==> src/rtl/ppa_pkg.sv <==
package ppa_pkg;
  typedef enum logic [1:0] {TOPO_LF, TOPO_KS, TOPO_SERIAL} topo_e;
  typedef enum logic {SUM_LOOKAHEAD, SUM_SELECT} sum_e;

  // operands packed as {g, p}; hi covers the upper span
  function automatic logic [1:0] pg_merge(input logic [1:0] hi, input logic [1:0] lo);
    pg_merge = {hi[1] | (hi[0] & lo[1]), hi[0] & lo[0]};
  endfunction
endpackage

==> src/rtl/ppa_pg_gen.sv <==
module ppa_pg_gen #(
  parameter int W = 32
) (
  input  logic [W-1:0] a_i,
  input  logic [W-1:0] b_i,
  input  logic         cin_i,
  output logic [W:0]   g_o,
  output logic [W:0]   p_o
);
  // position 0 carries cin; bit k of the operands sits at position k+1
  assign g_o = {a_i & b_i, cin_i};
  assign p_o = {a_i ^ b_i, 1'b0};
endmodule

==> src/rtl/ppa_prefix_net.sv <==
module ppa_prefix_net
  import ppa_pkg::*;
#(
  parameter int    N    = 33,
  parameter topo_e TOPO = TOPO_LF
) (
  input  logic [N-1:0] g_i,
  input  logic [N-1:0] p_i,
  output logic [N-1:0] grp_g_o
);
  localparam int L = (N > 1) ? $clog2(N) : 1;

  if (TOPO == TOPO_SERIAL) begin : g_serial
    logic [N-1:0] sg, sp;
    assign sg[0] = g_i[0];
    assign sp[0] = p_i[0];
    for (genvar k = 1; k < N; k++) begin : g_node
      assign {sg[k], sp[k]} = pg_merge({g_i[k], p_i[k]}, {sg[k-1], sp[k-1]});
    end
    logic unused_p;
    assign unused_p = ^sp;
    assign grp_g_o  = sg;
  end else begin : g_tree
    logic [L:0][N-1:0] gl, pl;
    assign gl[0] = g_i;
    assign pl[0] = p_i;
    for (genvar lv = 0; lv < L; lv++) begin : g_lvl
      for (genvar k = 0; k < N; k++) begin : g_node
        if (TOPO == TOPO_LF && ((k >> lv) & 1) == 1) begin : g_lf
          localparam int J = ((k >> lv) << lv) - 1;
          assign {gl[lv+1][k], pl[lv+1][k]} =
            pg_merge({gl[lv][k], pl[lv][k]}, {gl[lv][J], pl[lv][J]});
        end else if (TOPO == TOPO_KS && k >= (1 << lv)) begin : g_ks
          localparam int J = k - (1 << lv);
          assign {gl[lv+1][k], pl[lv+1][k]} =
            pg_merge({gl[lv][k], pl[lv][k]}, {gl[lv][J], pl[lv][J]});
        end else begin : g_pass
          assign gl[lv+1][k] = gl[lv][k];
          assign pl[lv+1][k] = pl[lv][k];
        end
      end
    end
    logic unused_p;
    assign unused_p = ^pl[L];
    assign grp_g_o  = gl[L];
  end
endmodule

==> src/rtl/ppa_sum_gen.sv <==
module ppa_sum_gen
  import ppa_pkg::*;
#(
  parameter int   W    = 32,
  parameter sum_e MODE = SUM_LOOKAHEAD,
  parameter int   BLK  = 4
) (
  input  logic [W-1:0] g_i,
  input  logic [W-1:0] p_i,
  input  logic [W-1:0] c_i,
  output logic [W-1:0] sum_o
);
  localparam int NBLK = (W + BLK - 1) / BLK;

  if (MODE == SUM_LOOKAHEAD) begin : g_cla
    logic unused_g;
    assign unused_g = ^g_i;
    assign sum_o    = p_i ^ c_i;
  end else begin : g_csel
    // only block-boundary carries steer the muxes
    logic unused_c;
    assign unused_c = ^c_i;
    for (genvar bk = 0; bk < NBLK; bk++) begin : g_blk
      localparam int LO = bk * BLK;
      localparam int HI = (((LO + BLK) < W) ? (LO + BLK) : W) - 1;
      localparam int BW = HI - LO + 1;
      logic [BW-1:0] s0, s1;
      always_comb begin
        logic r0, r1;
        r0 = 1'b0;
        r1 = 1'b1;
        for (int i = 0; i < BW; i++) begin
          s0[i] = p_i[LO+i] ^ r0;
          s1[i] = p_i[LO+i] ^ r1;
          r0 = g_i[LO+i] | (p_i[LO+i] & r0);
          r1 = g_i[LO+i] | (p_i[LO+i] & r1);
        end
      end
      assign sum_o[HI:LO] = c_i[LO] ? s1 : s0;
    end
  end
endmodule

==> src/rtl/pp_adder.sv <==
module pp_adder
  import ppa_pkg::*;
#(
  parameter int    W       = 32,
  parameter topo_e TOPO    = TOPO_LF,
  parameter sum_e  SUM     = SUM_LOOKAHEAD,
  parameter int    SEL_BLK = 4
) (
  input  logic         clk_i,
  input  logic         rst_ni,
  input  logic [W-1:0] a_i,
  input  logic [W-1:0] b_i,
  input  logic         cin_i,
  output logic [W-1:0] sum_o,
  output logic         carry_o
);
  localparam int N = W + 1;

  logic [W:0]   g_pos, p_pos, grp_g;
  logic [W-1:0] sum_d;

  ppa_pg_gen #(.W(W)) i_pg (
    .a_i(a_i), .b_i(b_i), .cin_i(cin_i), .g_o(g_pos), .p_o(p_pos)
  );

  ppa_prefix_net #(.N(N), .TOPO(TOPO)) i_prefix (
    .g_i(g_pos), .p_i(p_pos), .grp_g_o(grp_g)
  );

  // grp_g[i] is the carry into operand bit i; grp_g[W] is the carry-out
  ppa_sum_gen #(.W(W), .MODE(SUM), .BLK(SEL_BLK)) i_sum (
    .g_i(g_pos[W:1]), .p_i(p_pos[W:1]), .c_i(grp_g[W-1:0]), .sum_o(sum_d)
  );

  always_ff @(posedge clk_i or negedge rst_ni) begin
    if (!rst_ni) begin
      sum_o   <= '0;
      carry_o <= 1'b0;
    end else begin
      sum_o   <= sum_d;
      carry_o <= grp_g[W];
    end
  end

  // reference model and history flag for the checks below
  logic [W:0] ref_sum;
  logic       past_ok;
  assign ref_sum = {1'b0, a_i} + {1'b0, b_i} + {{W{1'b0}}, cin_i};
  always_ff @(posedge clk_i or negedge rst_ni) begin
    if (!rst_ni) past_ok <= 1'b0;
    else         past_ok <= 1'b1;
  end

  p_sum_ref_r1: assert property (@(posedge clk_i) disable iff (!rst_ni)
    past_ok |-> sum_o == $past(ref_sum[W-1:0]));

  p_carry_ref_r2: assert property (@(posedge clk_i) disable iff (!rst_ni)
    past_ok |-> carry_o == $past(ref_sum[W]));

  p_cmp_r5: assert property (@(posedge clk_i) disable iff (!rst_ni)
    (cin_i && b_i == ~a_i) |=> (carry_o && sum_o == '0));

  for (genvar i = 0; i < W; i++) begin : g_chk
    p_chain_r4: assert property (@(posedge clk_i) disable iff (!rst_ni)
      grp_g[i+1] == (g_pos[i+1] | (p_pos[i+1] & grp_g[i])));
  end
endmodule

==> config.mk <==
export PLATFORM = sky130hd
export DESIGN_NAME = pp_adder
export DESIGN_NICKNAME = d
export VERILOG_FILES = /design/src/rtl/ppa_pkg.sv /design/src/rtl/ppa_pg_gen.sv /design/src/rtl/ppa_prefix_net.sv /design/src/rtl/ppa_sum_gen.sv /design/src/rtl/pp_adder.sv
export SDC_FILE = /design/constraint.sdc
export NUM_CORES = 1
export LEC_CHECK = 0
export BUFFER_PORTS_ARGS = -buffer_cell sky130_fd_sc_hd__buf_2
export CORE_MARGIN = 3
export CORE_UTILIZATION = 43
export DETAILED_ROUTE_END_ITERATION = 6
export GPL_TIMING_DRIVEN = 0
export PLACE_DENSITY = 0.77
export SLEW_MARGIN = 10
export SYNTH_ARGS = -nofsm -noshare
export SYNTH_HDL_FRONTEND = slang
export SYNTH_HIERARCHICAL = 1
export SYNTH_SLANG_ARGS = --single-unit
export TNS_END_PERCENT = 5
==> constraint.sdc <==
create_clock -name clk_i -period 0.8 [get_ports clk_i]
set_input_delay 0.16 -clock clk_i [delete_from_list [all_inputs] [get_ports clk_i]]
set_output_delay 0.16 -clock clk_i [all_outputs]
set_load 0.02 [all_outputs]
# --- Yosys cells after proc, flatten, opt, wreduce, memory -nomap -nowiden ---
# Cells that the tools add are included.
# Widths: inputs -> output; s select.
word_totals:
  elab_cells: 216
  in_bits: 67
  register_bits: 33
  out_inout_bits: 33
classes:
  bitwise: 214
op_table:
  columns: ["operator", "n"]
  rows:
  - ["$and 1x1->1", 130]
  - ["$or 1x1->1", 81]
  - ["$xor 32x32->32", 2]
  - ["$and 32x32->32", 1]

# --- Logic depth before layout (Yosys ltp) ---
# Gate-level depths: netlist of run 1.
depth:
  ltp_word: 13
  depth_mapped: 7
  depth_no_buf: 7

# --- Hierarchy ---
# Netlist of run 1, hierarchy kept.
by_module_without_submodules:
  columns: ["module", "seq_area_each_um2", "area_per_inst_um2", "cells_each", "n_inst"]
  rows:
  - ["pp_adder", 825.8, 825.8, 33, 1]
  - ["ppa_prefix_net", 0.0, 705.7, 118, 1]
  - ["ppa_pg_gen", 0.0, 419.2, 35, 1]
  - ["ppa_sum_gen", 0.0, 280.3, 32, 1]

# --- Worst setup path before layout of run 1 ---
# Ideal clock, no wire load.
synth_timing:
  path_type: "input -> register"
  startpoint: "in a_i[0]"
  endpoint: "reg sum_o[18]"
  setup_ps: 124
  t_arrival_ps: 1855
  n_path_buf: 0
  stages: 7
  path_slack_ps: -1180
  required_ps: 676
  cell_sequence: "ha_1 > a21o_1 > a22o_1 > a22o_1 > or2_4 > a311o_1 > xor2_1"
synth_between:
  elab_chain_cells: 12
  elab_cells_between_ends: 13
  classes_between: "13 x bitwise"
synth_lines:
  columns: ["item", "line_no", "source"]
  rows:
  - ["start, declared", "pp_adder.sv:11", "input logic [W-1:0] a_i,"]
  - ["$xor 32x32->32", "ppa_pg_gen.sv:12", "assign p_o = {a_i ^ b_i, 1'b0};"]
  - ["$and 1x1->1", "ppa_pkg.sv:7", "pg_merge = {hi[1] | (hi[0] & lo[1]), hi[0] & lo[0]};"]
  - ["$or 1x1->1 *", "ppa_pkg.sv:7", null]
  - ["net grp_g[1]", "pp_adder.sv:19", "logic [W:0] g_pos, p_pos, grp_g;"]
  - ["$and 1x1->1 *", "ppa_pkg.sv:7", null]
  - ["$or 1x1->1 *", "ppa_pkg.sv:7", null]
  - ["$and 1x1->1 *", "ppa_pkg.sv:7", null]
  - ["$or 1x1->1 *", "ppa_pkg.sv:7", null]
  - ["$and 1x1->1 *", "ppa_pkg.sv:7", null]
  - ["$or 1x1->1 *", "ppa_pkg.sv:7", null]
  - ["net grp_g[15]", "pp_adder.sv:19", null]
  - ["$and 1x1->1 *", "ppa_pkg.sv:7", null]
  - ["$or 1x1->1 *", "ppa_pkg.sv:7", null]
  - ["net grp_g[18]", "pp_adder.sv:19", null]
  - ["$xor 32x32->32 *", "ppa_sum_gen.sv:18", "assign sum_o = p_i ^ c_i;"]
  - ["net sum_d[18]", "pp_adder.sv:20", "logic [W-1:0] sum_d;"]
  - ["end signal, assigned", "pp_adder.sv:40", "sum_o <= sum_d;"]
  - ["end, declared", "pp_adder.sv:14", "output logic [W-1:0] sum_o,"]
# The timed path passes the listed nets; every way through them passes the cells marked *.

# --- Worst setup path in the final report of run 1 ---
layout_timing:
  startpoint: "in b_i[13]"
  endpoint: "reg sum_o[18]"
layout_between:
  elab_chain_cells: 9
  elab_cells_between_ends: 16
  classes_between: "16 x bitwise"
layout_lines:
  columns: ["item", "line_no", "source"]
  rows:
  - ["start, declared", "pp_adder.sv:12", "input logic [W-1:0] b_i,"]
  - ["$xor 32x32->32 *", "ppa_pg_gen.sv:12", null]
  - ["net p_pos[14]", "pp_adder.sv:19", null]
  - ["$and 1x1->1 *", "ppa_pkg.sv:7", null]
  - ["$and 1x1->1", "ppa_pkg.sv:7", null]
  - ["$or 1x1->1 / $and 1x1->1 (equally long branches) (2 in a row)", "ppa_pkg.sv:7", null]
  - ["$or 1x1->1 *", "ppa_pkg.sv:7", null]
  - ["net grp_g[15]", "pp_adder.sv:19", null]
  - ["$and 1x1->1 *", "ppa_pkg.sv:7", null]
  - ["$or 1x1->1 *", "ppa_pkg.sv:7", null]
  - ["net grp_g[18]", "pp_adder.sv:19", null]
  - ["$xor 32x32->32 *", "ppa_sum_gen.sv:18", null]
  - ["net sum_d[18]", "pp_adder.sv:20", null]
# Marks and branches as above.

==> results.md, run 1 <==
- Commonest cells after routing, fill and taps aside: 87 x buf_2, 33 x dfrtp_1, 32 x xor2_1
- Cells along the critical path: buf_2 > ha_4 > a21oi_2 > nand2_1 > a221o_1 > or2_4 > a311o_1 > xor2_1
- Most frequent standard cell in the layout excluding fill and tap cells: buf_2
- Area added between synthesis and finish: 47.5%
- Longest Clk Path Bufs: 2
- Portion of the clock cycle consumed by the worst path in the final layout: 2.22
- Utilization of the core after routing: 0.675
- Number of DRC violations after detailed-routing iteration 0: 45
- Total count of max-transition violations in the final report: 0
- Leak Pwr: 1.72 nW
- Power per cell area: 1810 nW/um^2
- Class of the most critical setup path: input pin to register
- Die footprint: 6060 sq um
- Die width: 77.8 um
- # fillers: 368
- Maximum number of pins on one net before global-route repair: 34
- Sinks on Clock Net: 33
- Detailed-route wire length per cell: 12.8 um
- Actual slew at the worst max-slew pin: 0.732 ns
- Final global-route overflow total: 0
- Post-place setup slack: -1.38 ns
- Failing checks: negative hold slack, negative setup slack
- Critical path data arrival time: 1.94 ns
- Slowest stage cell on the critical path: a221o_1
- First-pass GRT wire length: 8780 um
- RePlAce Congestion: 0.847
- Post-Syn Area per Cell: 10.3 sq um
- Buffers & Inverters on Critical Path: 1
- Final Power: 5.91 mW
- Slack of the critical path: -0.975 ns
- Number of antenna repair diodes: 0
- Worst supply voltage drop on vdd: 806 uV
- Outcome: finished with violations
- Number of antenna violations at the first check in global routing: 0
- CP Capture Type: register
- Max-cap violations: 0
- Fin crit period: 1.78 ns
- Required time of the critical path: 0.97 ns
- Total number of cells along the worst setup path: 8
- Overall routing resource usage: 0.178
- Unrepaired setup endpoints after global routing: true
- Clock tree from TritonCTS: done
- Count of TritonRoute iterations in the first routing pass: 4
- Number of rows in the core area: 25
- Area of the core: 4850 sq um
- DRT Wirelength: 5150 um
- DR vias: 2037
- Effective utilization at floorplan: 0.458
- Maximum clock frequency: 563 MHz
- Largest incremental delay on the critical path: 0.42 ns
- Normalized max-slew margin: 0.512
- Number of DRC violations after detailed routing: 0
- Worst Hold Class: input pin to async pin
- Vias per cell: 5.08
- Highest fanout seen on the critical path: 5
- Detail Route Antenna Nets: 0
- Number of buffers inserted during clock tree synthesis: 5
- WHS: -0.0603 ns
- Cell area reported after detailed placement: 2970 sq um
- Share of cells above drive strength 1: 0.449
- Hold violation total from the final report: 33
- Netlist area before placement: 2220 sq um
- Buffer cell driving the clock tree root: clkbuf_8
- PortBufs: 98
- Final net count: 432
- Number of global-route vias before repair: 2074
- Setup-violating endpoint count in the final report: 65
- Chip height: 77.8 um
- Cell type group with the largest total delay on the critical path: compound AO/OA/AOI/OAI gates
- HPWL Detailed: 4110 um
- Warnings from Yosys: 6
- Number of H-tree branching levels: 2
- I/O pin total: 100
- Clock input transition at the sequential cells of the worst setup and hold paths: 0.07 ns
- Area of all placed cells without fillers: 3270 sq um
- Gate Count Post-Synth: 216
- Critical path startpoint category: input pin
- Syn Nets: 315
==> layer usage <==
layer	vias to the layer above	track usage	share of wire
li1	1028	-	-
met1	930	0.208	0.41
met2	73	0.317	0.51
met3	6	0.0418	0.076
met4	0	0.0569	0.0091
met5	-	0	0
==> state kept, by name, indices dropped and copies added, names as in the netlist <==
register	cells
sum_o	32
carry_o	1
==> metrics by stage <==
step	cells	TNS, ns	hold WS, ns
after detailed placement	381	-34.02	0.272
after global routing	401	-31.49	-0.00618
final	401	-28.01	-0.0603
after CTS	398	-27.59	-0.0357
after floorplan	216	-24.81	-0.136
after global placement	381	-33.40	0.270
==> how the worst max path moves through the flow <==
stage / start / endpoint / slack, ns
6_report: b_i[13] / sum_o[18]$_DFF_PN0_ / -0.98
5_1_grt: b_i[13] / sum_o[29]$_DFF_PN0_ / -1.04
4_1_cts: b_i[0] / sum_o[18]$_DFF_PN0_ / -0.95
3_5_place_dp: a_i[0] / sum_o[18]$_DFF_PN0_ / -1.38
3_3_place_gp: a_i[16] / sum_o[31]$_DFF_PN0_ / -1.37
2_1_floorplan: a_i[0] / sum_o[18]$_DFF_PN0_ / -1.11
==> repair_timing <==
action	CTS	global route
resized for setup	17	14
hold endpoints to repair	33	20
setup endpoints to repair	64	65
setup buffers	9	3
pin swaps	26	7
==> cell type report <==
class / count / area, sq um / area share
tap: 67 / 83.8 / 0.0256
sequential: 33 / 826 / 0.252
multi-input combinational: 179 / 1610 / 0.491
buffer: 2 / 15.0 / 0.00459
clock inverter: 2 / 10.0 / 0.00306
clock buffer: 6 / 72.6 / 0.0222
inverter: 2 / 7.51 / 0.00229
timing repair buffer: 110 / 653 / 0.199
==> report_power, final <==
part	internal (mW)	switching, mW
Combinational	1.17	1.41
Clock	0.602	0.592
Sequential	2.03	0.107
(Power assumes the default switching activity.)
==> inputs of run 2 (changes only) <==
--- a/config.mk
+++ b/config.mk
@@ -11,6 +11,7 @@
 export DETAILED_ROUTE_END_ITERATION = 6
 export GPL_TIMING_DRIVEN = 0
 export PLACE_DENSITY = 0.77
+export RECOVER_POWER = 100
 export SLEW_MARGIN = 10
 export SYNTH_ARGS = -nofsm -noshare
 export SYNTH_HDL_FRONTEND = slang
==> run 2 against run 1 <==
Net effect: the flow still finishes with violations (negative hold slack, negative setup slack); global-route usage stayed put; wire length stayed put; final cell count unchanged; maximum frequency is the same; sequential power hardly changed; critical path depth stayed put; critical endpoint unchanged.
==> results.md, run 2 (synthesized netlist as in run 1, its figures left out) <==
- # fillers: 368 (unchanged)
- Cells along the critical path: buf_2 > ha_4 > a21oi_2 > nand2_1 > a221o_1 > or2_4 > a311o_1 > xor2_1
- Number of DRC violations after detailed-routing iteration 0: 45 (unchanged)
- Area of the core: 4850 sq um (unchanged)
- Number of buffers inserted during clock tree synthesis: 5 (unchanged)
- DR vias: 2037 (unchanged)
- Worst Hold Class: input pin to async pin
- Cell area reported after detailed placement: 2970 sq um (unchanged)
- Overall routing resource usage: 0.178 (unchanged)
- Critical path startpoint category: input pin
- Worst supply voltage drop on vdd: 806 uV (about the same)
- Count of TritonRoute iterations in the first routing pass: 4 (unchanged)
- Clock tree from TritonCTS: done
- Vias per cell: 5.08 (unchanged)
- Effective utilization at floorplan: 0.458 (unchanged)
- Final net count: 432 (unchanged)
- Share of cells above drive strength 1: 0.449 (unchanged)
- Setup-violating endpoint count in the final report: 65 (unchanged)
- Detail Route Antenna Nets: 0 (unchanged)
- Total count of max-transition violations in the final report: 0 (unchanged)
- Hold violation total from the final report: 33 (unchanged)
- Max-cap violations: 0 (unchanged)
- Critical path data arrival time: 1.94 ns (about the same)
- Longest Clk Path Bufs: 2 (unchanged)
- Number of antenna repair diodes: 0 (unchanged)
- WHS: -0.0325 ns (+0.0278 ns)
- Number of global-route vias before repair: 2074 (unchanged)
- Cell type group with the largest total delay on the critical path: compound AO/OA/AOI/OAI gates
- Number of H-tree branching levels: 2 (unchanged)
- Top register by number of flip-flops: sum_o
- Highest fanout seen on the critical path: 5 (unchanged)
- Failing checks: negative hold slack, negative setup slack
- Slack of the critical path: -0.975 ns (unchanged)
- Class of the most critical setup path: input pin to register
- RePlAce Congestion: 0.847 (unchanged)
- Commonest cells after routing, fill and taps aside: 86 x buf_2, 33 x dfrtp_1, 32 x xor2_1
- I/O pin total: 100 (unchanged)
- HPWL Detailed: 4110 um (unchanged)
- Actual slew at the worst max-slew pin: 0.819 ns (+0.0872 ns)
- Buffer cell driving the clock tree root: clkbuf_8
- Slowest stage cell on the critical path: a221o_1
- Number of flip-flops under the largest register name: 32 (unchanged)
- Number of antenna violations at the first check in global routing: 0 (unchanged)
- Area of all placed cells without fillers: 3270 sq um (unchanged)
- Outcome: finished with violations
- Area added between synthesis and finish: 47.5% (unchanged)
- Most frequent standard cell in the layout excluding fill and tap cells: buf_2
- Required time of the critical path: 0.97 ns (about the same)
- Maximum number of pins on one net before global-route repair: 34 (unchanged)
- DRT Wirelength: 5150 um (unchanged)
- Maximum clock frequency: 563 MHz (unchanged)
- Register cell area after layout: 826 sq um (unchanged)
- Number of DRC violations after detailed routing: 0 (unchanged)
- Largest incremental delay on the critical path: 0.42 ns (about the same)
- Final global-route overflow total: 0 (unchanged)
- Die footprint: 6060 sq um (unchanged)
- Detailed-route wire length per cell: 12.8 um (unchanged)
- Die width: 77.8 um (unchanged)
- Area of combinational cells with multiple inputs: 1610 sq um (unchanged)
- First-pass GRT wire length: 8780 um (unchanged)
- Number of rows in the core area: 25 (unchanged)
- Portion of the clock cycle consumed by the worst path in the final layout: 2.22 (unchanged)
- Clock input transition at the sequential cells of the worst setup and hold paths: 0.07 ns (about the same)
- Fin crit period: 1.78 ns (unchanged)
- Power per cell area: 1810 nW/um^2 (about the same)
- Unrepaired setup endpoints after global routing: true
- PortBufs: 98 (unchanged)
- Chip height: 77.8 um (unchanged)
- Buffers & Inverters on Critical Path: 1 (unchanged)
- Normalized max-slew margin: 0.454 (-0.0582)
- Largest registers: sum_o x32, carry_o x1
- Leak Pwr: 1.72 nW (about the same)
- CP Capture Type: register
- Sinks on Clock Net: 33 (unchanged)
==> run 2: changes by cell type in the layout (fill, tap and decap cells not counted), sizes merged <==
cell    delta
clkbuf     +1
buf        -1
==> run 2: through the flow <==
stage | std cells | setup slack, ns | power (mW) | util | setup TNS, ns
5_1_grt | 401 | -1.04 | 6.29 | 0.675 | -31.49
4_1_cts | 398 | -0.949 | 5.85 | 0.659 | -27.59
6_report | 401 | -0.975 | 5.91 | 0.675 | -28.01
3_5_place_dp | 381 | -1.38 | 4.50 | 0.613 | -34.02
3_3_place_gp | 381 | -1.37 | 4.45 | 0.613 | -33.40
2_1_floorplan | 216 | -1.11 | 3.68 | - | -24.81
==> run 2: worst paths after layout <==
| kind | start | end | slack [ns] | cells after the start |
|---|---|---|---|---|
| worst max-delay path | b_i[13] | sum_o[18]$_DFF_PN0_ | -0.98 | 8 |
| worst min-delay path | rst_ni | sum_o[0]$_DFF_PN0_ | -0.03 | 1 |
| max in group asynchronous | rst_ni | sum_o[20]$_DFF_PN0_ | 0.32 | 1 |
| min in group clk_i | cin_i | sum_o[0]$_DFF_PN0_ | 0.14 | 3 |
==> run 2: per-layer routing <==
metal  up-vias  global-route usage  wire [um]  part of all wire
met5         -                   0          0                 0
met1       930               0.208       2110              0.41
li1       1028                   -          -                 -
met2        73               0.317       2610              0.51
met3         6              0.0418        391             0.076
met4         0              0.0569         47            0.0091
==> run 2: repair_timing <==
action,in CTS,in global routing
hold endpoints to repair,33,20
endpoints found under the setup margin,64,65
gates resized for setup,17,14
buffers inserted,9,3
pin swaps,26,7
==> run 2: final cells by class <==
class                   count  area share
multi-input cells         179       0.491
plain buffers               2     0.00459
repair buffers            110       0.199
well taps                  67      0.0256
clock inverters             2     0.00306
flip-flops and latches     33       0.252
clock buffers               6      0.0222
inverters                   2     0.00229
==> run 2: where the power goes <==
group | switching (mW) | internal [mW]
Sequential | 0.107 | 2.03
Combinational | 1.41 | 1.17
Clock | 0.592 | 0.602
